**config.mk**
```make
export PLATFORM = sky130hd
export DESIGN_NAME = scan_mem_ctl
export DESIGN_NICKNAME = d
export VERILOG_FILES = /design/src/rtl/scan_mem_pkg.sv /design/src/rtl/scan_shift_reg.sv /design/src/rtl/scan_csb_decode.sv /design/src/rtl/scan_capture.sv /design/src/rtl/scan_mem_ctl.sv
export SDC_FILE = /design/constraint.sdc
export NUM_CORES = 1
export LEC_CHECK = 0
export BUFFER_PORTS_ARGS = -buffer_cell sky130_fd_sc_hd__buf_4
export CAP_MARGIN = 30
export CORE_AREA = 4 4 452 454
export DETAILED_ROUTE_END_ITERATION = 8
export DIE_AREA = 0 0 456 458
export PLACE_DENSITY_LB_ADDON = 0.08
export SYNTH_ARGS = -nofsm -noshare
export SYNTH_HDL_FRONTEND = slang
export SYNTH_SLANG_ARGS = --single-unit
export TNS_END_PERCENT = 100
```
**constraint.sdc**
```tcl
create_clock -name clk -period 2 [get_ports clk]
set_input_delay 0.4 -clock clk [delete_from_list [all_inputs] [get_ports clk]]
set_output_delay 0.4 -clock clk [all_outputs]
set_load 0.01 [all_outputs]
```
**src/rtl/scan_mem_pkg.sv**
```systemverilog
package scan_mem_pkg;
  localparam int SEL_W   = 4;
  localparam int ADDR_W  = 16;
  localparam int DATA_W  = 32;
  localparam int MASK_W  = 4;
  localparam int NUM_MEM = 1 << SEL_W;
  localparam int PORT_W  = ADDR_W + DATA_W + 2 + MASK_W;
  localparam int WORD_W  = SEL_W + 2 * PORT_W;

  typedef struct packed {
    logic [ADDR_W-1:0] addr;
    logic [DATA_W-1:0] data;
    logic              csb;
    logic              web;
    logic [MASK_W-1:0] mask;
  } port_cmd_t;

  typedef struct packed {
    logic [SEL_W-1:0] sel;
    port_cmd_t        p0;
    port_cmd_t        p1;
  } scan_word_t;

  function automatic scan_word_t reset_word();
    scan_word_t w;
    w        = '0;
    w.p0.csb = 1'b1;
    w.p1.csb = 1'b1;
    return w;
  endfunction
endpackage

```
**src/rtl/scan_shift_reg.sv**
```systemverilog
module scan_shift_reg
  import scan_mem_pkg::*;
(
  input  logic              clk,
  input  logic              rst,
  input  logic              scan_en,
  input  logic              scan_in,
  input  logic              cap0_en,
  input  logic              cap1_en,
  input  logic [DATA_W-1:0] cap0_data,
  input  logic [DATA_W-1:0] cap1_data,
  output scan_word_t        word
);
  logic capture;
  assign capture = cap0_en | cap1_en;

  always_ff @(posedge clk) begin
    if (rst) begin
      word <= reset_word();
    end else if (capture) begin
      if (cap0_en) word.p0.data <= cap0_data;
      if (cap1_en) word.p1.data <= cap1_data;
    end else if (scan_en) begin
      word <= scan_word_t'({word[WORD_W-2:0], scan_in});
    end
  end
endmodule

```
**src/rtl/scan_csb_decode.sv**
```systemverilog
module scan_csb_decode
  import scan_mem_pkg::*;
#(
  parameter logic [NUM_MEM-1:0] PRESENT_MAP = '1
) (
  input  logic               active,
  input  logic [SEL_W-1:0]   sel,
  input  logic               csb_field,
  output logic [NUM_MEM-1:0] csb_n
);
  logic enable;
  assign enable = active & ~csb_field;

  for (genvar i = 0; i < NUM_MEM; i++) begin : g_bank
    assign csb_n[i] = ~(PRESENT_MAP[i] & enable & (sel == SEL_W'(i)));
  end
endmodule

```
**src/rtl/scan_capture.sv**
```systemverilog
module scan_capture
  import scan_mem_pkg::*;
#(
  parameter logic [NUM_MEM-1:0] DUAL_MAP   = 16'h001F,
  parameter logic [NUM_MEM-1:0] NARROW_MAP = 16'h0001,
  parameter int                 NARROW_W   = 8
) (
  input  logic                      clk,
  input  logic                      rst,
  input  logic                      load_go,
  input  logic [SEL_W-1:0]          sel,
  input  logic                      p0_csb_f,
  input  logic                      p0_web_f,
  input  logic                      p1_csb_f,
  input  logic                      p1_web_f,
  input  logic [NUM_MEM*DATA_W-1:0] rd0_flat,
  input  logic [NUM_MEM*DATA_W-1:0] rd1_flat,
  output logic                      cap0_en,
  output logic                      cap1_en,
  output logic [DATA_W-1:0]         cap0_data,
  output logic [DATA_W-1:0]         cap1_data
);
  localparam logic [DATA_W-1:0] NMASK = DATA_W'((64'd1 << NARROW_W) - 64'd1);

  logic [SEL_W-1:0]  sel_q;
  logic [DATA_W-1:0] r0 [NUM_MEM];
  logic [DATA_W-1:0] r1 [NUM_MEM];

  always_ff @(posedge clk) begin
    if (rst) begin
      cap0_en <= 1'b0;
      cap1_en <= 1'b0;
      sel_q   <= '0;
    end else begin
      cap0_en <= load_go & ~p0_csb_f & p0_web_f;
      cap1_en <= load_go & ~p1_csb_f & p1_web_f;
      if (load_go) sel_q <= sel;
    end
  end

  for (genvar i = 0; i < NUM_MEM; i++) begin : g_lane
    localparam logic [DATA_W-1:0] KEEP0 = NARROW_MAP[i] ? NMASK : '1;
    localparam logic [DATA_W-1:0] KEEP1 = DUAL_MAP[i] ? KEEP0 : '0;
    assign r0[i] = rd0_flat[i*DATA_W +: DATA_W] & KEEP0;
    assign r1[i] = rd1_flat[i*DATA_W +: DATA_W] & KEEP1;
  end

  assign cap0_data = r0[sel_q];
  assign cap1_data = r1[sel_q];
endmodule

```
**src/rtl/scan_mem_ctl.sv**
```systemverilog
module scan_mem_ctl
  import scan_mem_pkg::*;
#(
  parameter logic [15:0] DUAL_MAP   = 16'h001F,
  parameter logic [15:0] NARROW_MAP = 16'h0001,
  parameter int          NARROW_W   = 8
) (
  input  logic         clk,
  input  logic         rst,
  input  logic         scan_en,
  input  logic         scan_in,
  input  logic         load,
  output logic         scan_out,
  output logic [15:0]  p0_addr,
  output logic [31:0]  p0_wdata,
  output logic         p0_web,
  output logic [3:0]   p0_wmask,
  output logic [15:0]  p0_csb,
  output logic [15:0]  p1_addr,
  output logic [31:0]  p1_wdata,
  output logic         p1_web,
  output logic [3:0]   p1_wmask,
  output logic [15:0]  p1_csb,
  input  logic [511:0] rd0_data,
  input  logic [511:0] rd1_data
);
  scan_word_t        word;
  logic              load_go;
  logic              cap0_en, cap1_en;
  logic [DATA_W-1:0] cap0_data, cap1_data;

  assign load_go = load & ~scan_en;

  scan_shift_reg u_shift (
    .clk       (clk),
    .rst       (rst),
    .scan_en   (scan_en),
    .scan_in   (scan_in),
    .cap0_en   (cap0_en),
    .cap1_en   (cap1_en),
    .cap0_data (cap0_data),
    .cap1_data (cap1_data),
    .word      (word)
  );

  scan_capture #(
    .DUAL_MAP   (DUAL_MAP),
    .NARROW_MAP (NARROW_MAP),
    .NARROW_W   (NARROW_W)
  ) u_capture (
    .clk       (clk),
    .rst       (rst),
    .load_go   (load_go),
    .sel       (word.sel),
    .p0_csb_f  (word.p0.csb),
    .p0_web_f  (word.p0.web),
    .p1_csb_f  (word.p1.csb),
    .p1_web_f  (word.p1.web),
    .rd0_flat  (rd0_data),
    .rd1_flat  (rd1_data),
    .cap0_en   (cap0_en),
    .cap1_en   (cap1_en),
    .cap0_data (cap0_data),
    .cap1_data (cap1_data)
  );

  scan_csb_decode #(.PRESENT_MAP('1)) u_dec0 (
    .active    (load_go),
    .sel       (word.sel),
    .csb_field (word.p0.csb),
    .csb_n     (p0_csb)
  );

  scan_csb_decode #(.PRESENT_MAP(DUAL_MAP)) u_dec1 (
    .active    (load_go),
    .sel       (word.sel),
    .csb_field (word.p1.csb),
    .csb_n     (p1_csb)
  );

  assign scan_out = word[WORD_W-1];
  assign p0_addr  = word.p0.addr;
  assign p0_wdata = word.p0.data;
  assign p0_web   = word.p0.web;
  assign p0_wmask = word.p0.mask;
  assign p1_addr  = word.p1.addr;
  assign p1_wdata = word.p1.data;
  assign p1_web   = word.p1.web;
  assign p1_wmask = word.p1.mask;
endmodule

```
* Word-level counts from Yosys, hierarchy flattened *
Index checks and enable logic that the tools add are counted.

storage, ports and cells
  register bits = 118
  output and inout bits = 139
  bits of input ports = 1029
  logic and storage cells = 101

operators by class
  magnitude comparators = 1
  mux-type cells = 11
  equality and inequality tests = 17
  bitwise gates (word level) = 53
  reductions and logical operators = 5

operators by type and width
  operator              number
  $bmux W32 S4          2
  $mux W32              8
  $mux W92              1
  $eq A4 B4 Y1 const B  8
  $and A1 B1 Y1         26
  $not A1 Y1            25
  $eq A4 B3 Y1 const B  4
  $eq A4 B2 Y1 const B  2
  $reduce_and A2 Y1     3
  $ge A5 B5 Y1 const B  1
  $not A4 Y5            1
  $eq A4 B1 Y1 const B  1
  $logic_not A4 Y1      1
  $ne A2 B1 Y1 const B  2
  $reduce_bool A2 Y1    1
  $or A1 B1 Y1          1

* Logic depth before layout (Yosys ltp) *
Gate-level depths: netlist of the first run.

  depth in word-level cells = 6
  depth in mapped cells = 8
  mapped depth without buffers = 4

* Cells and area by module *
Synthesis of the first run repeated with hierarchy kept, for this count alone.

second synthesis, totals
  cell total of the unflattened synthesis = 997
  area total of the unflattened synthesis = 10221.1 µm²

modules (own cells, without submodules)
  module                     cells each  instances  area each (µm²)  sequential area each (µm²)
  scan_capture               417         1          5173.7           120.1
  scan_shift_reg             536         1          4730.8           2242.2
  scan_csb_decode at u_dec1  20          1          153.9            0.0
  scan_csb_decode at u_dec0  23          1          148.9            0.0
  scan_mem_ctl               1           1          13.8             0.0

* Worst setup path after synthesis of the first run *
Ideal clock, no wire load.

  kind = in2out
  from = in scan_en
  to = out p0_csb[10]
  stages = 6
  arrival time = 1.509 ns
  path slack = 0.091 ns
  required time = 1.600 ns
  buffers on the path = 2
  cell sequence = nand2b_1 > buf_2 > or2_2 > clkbuf_1 > nor3b_1 > nand2_1

between the ends
  cells in the longest elaborated chain, start to end = 5

RTL lines
  item           RTL line               text
  from (decl)    scan_mem_ctl.sv:10     input logic scan_en,
  $not A1 Y1     scan_mem_ctl.sv:32     assign load_go = load & ~scan_en;
  $and A1 B1 Y1  scan_mem_ctl.sv:32
  $and A1 B1 Y1  scan_csb_decode.sv:12  assign enable = active & ~csb_field;
  $and A1 B1 Y1  scan_csb_decode.sv:15  assign csb_n[i] = ~(PRESENT_MAP[i] & enable & (sel == SEL_W'(i)));
  $not A1 Y1     scan_csb_decode.sv:15
  to (decl)      scan_mem_ctl.sv:18     output logic [15:0] p0_csb,

Every way passes these cells.

* Worst setup path in the final report of the first run *
  from = reg, netlist name u_shift.word[59]
  to = out p0_csb[6]

between the ends
  cells in the longest elaborated chain, start to end = 4

RTL lines
  item           RTL line
  $not A1 Y1     scan_csb_decode.sv:12
  $and A1 B1 Y1  scan_csb_decode.sv:12
  $and A1 B1 Y1  scan_csb_decode.sv:15
  $not A1 Y1     scan_csb_decode.sv:15

Every way passes these cells.

==> summary.md, run 1 <==
| Metric | Value |
|---|---|
| Status | `finished with violations` |
| Violated checks | `setup timing` |
| Layout area overhead | `115%` |
| Max Freq | `495 MHz` |
| Startpoint types | `register` |
| All-Layer GR Usage | `9.23%` |
| Grt ovf | `0` |
| Clock Power Share | `~46%` |
| Worst Hold Slack | `around 150 ps` |
| DR vias | `12,000` |
| Pwr Total | `0.00755 W` |
| CTS tree | `built` |
| Die area | `209,000 sq um` |
| H-tree depth | `4` |
| Startpoint of the worst hold path | `scan_in` |
| DP Wirelength | `85.9 mm` |
| Largest net degree at the start of global routing | `65` |
| Critical path fanouts, max | `6` |
| Cell family with most CP delay | `simple AND/OR/NAND/NOR gates` |
| Total CTS buffers | `17` |
| Sum of negative setup slack | `-125 ps` |
| Via density | `2.68` |
| Row cnt | `164` |
| Comb pwr share | `21.9%` |
| Share of cells above drive strength 1 | `64.0%` |
| PwrDens | `between 300 and 400 nW/um^2` |
| DRC Markers | `0` |
| Worst Setup Path Type | `reg -> out` |
| Routed wire length | `99.8 mm` |
| WL per Instance | `roughly 22 microns` |
| Hold Path Cell Cnt | `3` |
| Clock latency at the later pin of the worst-skew pair | `510 ps` |
| Largest area contributor in the netlist | `dfxtp_1` |
| Flops & latches, synth | `118` |
| Nets | `2,835` |
| Worst Hold Class | `in -> reg` |
| CTS clk-pin slew, worst paths | `70 ps` |
| Synth top cells by count | `141 x nand2_1, 118 x dfxtp_1, 94 x mux4_2` |
| First-pass GRT wire length | `129 mm` |
| Reg-to-reg slack, setup | `0 ps` |
| Core ar. | `200,000 sq um` |
| Mapped Cells | `990` |
| Die W | `456 microns` |
| Pleak | `7.57 nW` |
| Asr flop ratio synth | `0%` |
| Final period utilization | `101%` |
| Initial Util | `slightly below 5%` |
| GPL Wtd Cong | `approximately 0.75` |
| Pre-antenna DRT Iters | `5` |
| CP Capture Type | `primary output` |
| Post-synth EDFFs | `0` |
| Final Skew | `~23 ps` |
| CP Data Required Time | `1600 ps` |
| Slew @ Worst Pin | `between 500 and 600 ps` |
| IO Port Bufs | `approximately 760` |
| Synth area leaders | `dfxtp_1 24%, mux4_2 22%, mux2i_1 7.0%, nand2_1 5.5%, mux2_2 5.0%` |
| Reg2reg end | `u_shift.word[90]` |
| Vias in the first global route | `13,400` |
| Initial antenna violation count | `55` |
| Sequential fraction of the synthesis area | `24.5%` |
| P_sw | `roughly 0.0022 W` |
| Max-cap violations | `0` |
| Rel. slew slack | `61.2%` |
| Setup violators final | `8` |
| Peak supply drop | `0.541 mV` |
| TritonCTS sink count | `118` |
| Die height | `458 microns` |
| Top_reg_cell synth | `dfxtp_1` |
| Clk root buf | `clkbuf_16` |
| Post-synth cell types | `43` |
| Yosys warns | `0` |
| Switching Fraction | `29.3%` |
| Top-count cell post-synth | `nand2_1` |
| Fin crit period | `2020 ps` |
| Syn avg cell area | `slightly below 10 sq um` |
| Arrival time at the worst endpoint | `around 1600 ps` |
| Slew Limit Fails | `0` |
| Initial DRC count | `499` |
| Post-Layout Cell Count | `~4,500` |
| CP max stage cell | `dfxtp_4` |
| Antenna-violating nets left | `0` |
| Sequential share of power | `31.7%` |
| Final hold vios | `0` |
| CTS max path bufs | `2` |
| Critical path buffers and inverters | `2` |
| WHS Endpoint | `u_shift.word[0]` |
| Worst setup margin | `-19.5 ps` |
| Hold buffers post-CTS | `0` |
| CP peak stage delay | `340 ps` |
| Post-synth top area share | `between 20% and 30%` |
| Post-Syn Area | `9640 sq um` |
| R2r startpoint | `u_capture.sel_q[0]` |
| Pint | `0.00534 W` |
| RSZ-0062 raised after global routing | `true` |
| FF-to-FF path depth | `7` |
| CP Cell Sequence | `or2_4, buf_4, nor2b_4, nand2_1, buf_6` |
| I/O Pins | `1,168` |
| Setup WS pre-CTS | `-547 ps` |
| Placed insts | `4,418` |
==> worst min-delay path, stage by stage <==
cell,delay [ps]
buf_4,110
nand2_1,50
a21oi_1,50
==> power groups by stage <==
stage | logic [W] | registers, W | clock network (W)
detailed placement | 0.00168 | 0.00245 | 0
finish | 0.00166 | 0.00240 | 0.00350
global route | 0.00179 | 0.00240 | 0.00382
global placement | 0.00167 | 0.00245 | 0
floorplan | 0.000407 | 0.00246 | 0
CTS | 0.00170 | 0.00240 | 0.00375
==> per-layer routing <==
layer / vias to the layer above / track usage, % / part of all wire (%) / wire, microns
met5: - / 0 / 0.15 / 146
met4: 22 / 2.23 / 1.7 / 1730
met3: 108 / 2.93 / 5.8 / 5800
met2: 422 / 18.8 / 59 / 58600
met1: 5989 / 8.77 / 34 / 33400
li1: 5500 / - / - / -
==> state kept, by name, summed over array words and instances, names as in the netlist <==
signal and cells:
u_capture.cap0_en 1, u_capture.cap1_en 1, u_capture.sel_q 4, u_shift.word 112
==> repair_timing <==
action / 4_1_cts / 5_1_grt
buffers inserted: 19 / 5
cloned: 3 / 1
endpoints found under the hold margin: 0 / 0
pin swaps: 9 / 15
setup endpoints to repair: 48 / 45
resized for setup: 87 / 44
==> cell families after synthesis <==
logic type,Yosys count,share of synthesized area (%)
compound gates,292,21.1
buf+inv,134,8.12
flops,118,24.5
mux,209,34.5
other cells,1,0.0389
simple gates,236,11.7
==> layout make-up <==
class                           count  area (sq um)
Fill cell                       23100        179000
Timing Repair Buffer              910          7470
Multi-Input combinational cell    748          6910
Tap cell                         2656          3320
Sequential cell                   118          2390
Clock buffer                       17           425
Clock inverter                     15           183
Inverter                           11          43.8
Antenna cell                       11          27.5
==> worst max-delay path by stage <==
stage	slack, ps	start	endpoint	cells after the start
global route	-150	u_shift.word[59]	p0_csb[8]	5
CTS	-130	u_shift.word[59]	p0_csb[8]	5
finish	-20	u_shift.word[59]	p0_csb[6]	5
global placement	-540	u_capture.sel_q[0]	u_shift.word[68]	5
floorplan	90	scan_en	p0_csb[10]	6
detailed placement	-550	u_capture.sel_q[0]	u_shift.word[68]	5
==> metrics by stage <==
step	instance area [sq um]	utilization [%]
after detailed placement	19300	9.67
after CTS	20500	10.3
final	20800	10.4
after global routing	20800	10.4
after floorplan	9680	-
after global placement	19300	9.67
==> cells in the final DEF (no fill, tap or decap), types with 18 or more instances in the layout <==
cell type,n
a22o_1,24
mux2i_1,64
clkbuf_16,18
a221o_1,24
o22ai_1,24
mux2_2,43
nor2_1,20
o221ai_1,18
nor3b_1,33
a22oi_1,41
a21oi_1,91
mux4_2,94
dfxtp_1,108
buf_6,20
buf_12,29
nand2_1,132
buf_4,849
(Power assumes the default switching activity.)
==> run 2, diff against run 1 <==
--- a/config.mk
+++ b/config.mk
@@ -7,9 +7,9 @@
 export LEC_CHECK = 0
 export BUFFER_PORTS_ARGS = -buffer_cell sky130_fd_sc_hd__buf_4
 export CAP_MARGIN = 30
-export CORE_AREA = 4 4 452 454
+export CORE_AREA = 4 4 446 448
 export DETAILED_ROUTE_END_ITERATION = 8
-export DIE_AREA = 0 0 456 458
+export DIE_AREA = 0 0 450 452
 export PLACE_DENSITY_LB_ADDON = 0.08
 export SYNTH_ARGS = -nofsm -noshare
 export SYNTH_HDL_FRONTEND = slang
==> constraint.sdc (replaced) <==
create_clock -name clk -period 1.8 [get_ports clk]
set_input_delay 0.36 -clock clk [delete_from_list [all_inputs] [get_ports clk]]
set_output_delay 0.36 -clock clk [all_outputs]
set_load 0.01 [all_outputs]
==> run 2 against run 1 <==
  * Register-to-register slack lost 160 ps
  * Largest power group unchanged
  * Clock power up 6.6%
  * Critical endpoint is now u_shift.word[85]
  * Wire length down 0.22%
  * The flow still finishes with violations (setup timing)
  * Cell count is 2.1% lower
==> summary.md, run 2 (synthesized netlist as in run 1, its figures left out) <==
| Metric | Value |
|---|---|
| Status | `finished with violations` |
| Violated checks | `setup timing` |
| Vias in the first global route | `13,600` |
| Regs by FF count | `u_shift.word x112, u_capture.sel_q x4` |
| Slew @ Worst Pin | `576 ps` |
| Clk root buf | `clkbuf_16` |
| Commonest non-fill, non-tap cell in the layout | `buf_4` |
| Post-route cell area | `between 20,000 and 25,000 sq um` |
| Nets | `2,857` |
| Core ar. | `195,000 sq um` |
| Worst Setup Path Type | `reg -> reg` |
| Cell Area, Placed | `a little under 20,000 sq um` |
| Pwr Total | `between 0.008 and 0.009 W` |
| Row cnt | `162` |
| Total CTS buffers | `17` |
| TritonCTS sink count | `118` |
| DRC Markers | `0` |
| Final hold vios | `0` |
| Final Skew | `15.9 ps` |
| I/O Pins | `1,168` |
| Largest reg by FF count | `u_shift.word` |
| GPL Wtd Cong | `0.756` |
| Routed wire length | `approximately 100 mm` |
| Die W | `450 microns` |
| CTS max path bufs | `2` |
| DP Wirelength | `83.7 mm` |
| Via density | `2.76` |
| Max-cap violations | `0` |
| Initial antenna violation count | `between 50 and 60` |
| Fin crit period | `1960 ps` |
| Final period utilization | `109%` |
| Worst Hold Class | `in -> reg` |
| Filler cells | `22,400` |
| Largest net degree at the start of global routing | `66` |
| CTS clk-pin slew, worst paths | `80 ps` |
| Setup violators final | `71` |
| Critical path fanouts, max | `11` |
| CP Capture Type | `register` |
| IO Port Bufs | `756` |
| Startpoint types | `register` |
| Setup WS pre-CTS | `-700 ps` |
| Die area | `203,000 sq um` |
| Most frequent cells in the layout | `836 x buf_4, 121 x nand2_1, 107 x dfxtp_1` |
| Initial DRC count | `507` |
| CP Data Required Time | `between 2000 and 2500 ps` |
| Post-Layout Cell Count | `4,394` |
| Antenna-violating nets left | `0` |
| Die height | `approximately 450 microns` |
| Initial Util | `4.96%` |
| Share of cells above drive strength 1 | `68.3%` |
| All-Layer GR Usage | `9.37%` |
| Startpoint of the worst hold path | `scan_in` |
| CTS tree | `built` |
| DR vias | `12,100` |
| H-tree depth | `4` |
| Layout area overhead | `122%` |
| Pre-antenna DRT Iters | `6` |
| Largest register FFs | `around 110` |
| WL per Instance | `roughly 23 microns` |
| First-pass GRT wire length | `128 mm` |
| Pleak | `7.88 nW` |
| R2r startpoint | `u_capture.sel_q[0]` |
| Max Freq | `between 500 and 600 MHz` |
| Flip-flop and latch area | `~2400 sq um` |
| Worst setup margin | `-155 ps` |
| Peak supply drop | `0.766 mV` |
| CP startpoint | `u_capture.sel_q[0]` |
| Rel. slew slack | `about three fifths` |
| RSZ-0062 raised after global routing | `true` |
| Worst Hold Slack | `112 ps` |
| Clock latency at the later pin of the worst-skew pair | `510 ps` |
| PwrDens | `386 nW/um^2` |
| Grt ovf | `0` |
| Area of the multi-input gates | `7350 sq um` |
| Placed insts | `4,316` |
| Slew Limit Fails | `0` |
| Arrival time at the worst endpoint | `2310 ps` |
-- run 2: layout make-up --
cell class,instances,area share (%)
Sequential cell,118,11.1
Tap cell,2542,14.8
Clock inverter,14,0.648
Multi-Input combinational cell,748,34.3
Inverter,11,0.204
Antenna cell,11,0.128
Timing Repair Buffer,932,36.7
Clock buffer,18,2.05
-- run 2: path summary, 6_finish.rpt --
path	end	slack (ps)	cells past startpoint
max	u_shift.word[85]	-160	5
max reg2reg	u_shift.word[85]	-160	5
min	u_shift.word[0]	110	3
min reg2reg	u_shift.word[53]	460	2
-- run 2: what timing repair did --
action,4_1_cts,5_1_grt
setup buffers,19,18
pin swaps,64,37
gates resized for setup,189,57
cloned,6,2
hold buffers,0,0
endpoints found under the setup margin,86,86
-- run 2: report_power, final --
group          total (W)  switching (W)  internal (W)
sequential       0.00266      0.0000316       0.00263
combinational    0.00189       0.000671       0.00122
clock            0.00373        0.00176       0.00197
-- run 2: metrics by stage --
step / utilization, % / TNS [ps]
floorplan: - / 0
global placement: 9.92 / -16260
detailed placement: 9.92 / -16100
CTS: 10.8 / -12230
global route: 11.0 / -12730
finish: 11.0 / -5160
-- run 2: critical path, cell delays in order (launching register included) --
cell	delay, ps
dfxtp_4	400
buf_12	200
buf_16	170
mux4_2	520
o211ai_1	370
a211oi_1	130
-- run 2: routing by layer --
layer,global-route usage (%),share of wire (%)
met5,0,0.023
met4,2.63,2.3
met3,2.06,4.0
met2,19.8,60
met1,8.79,33
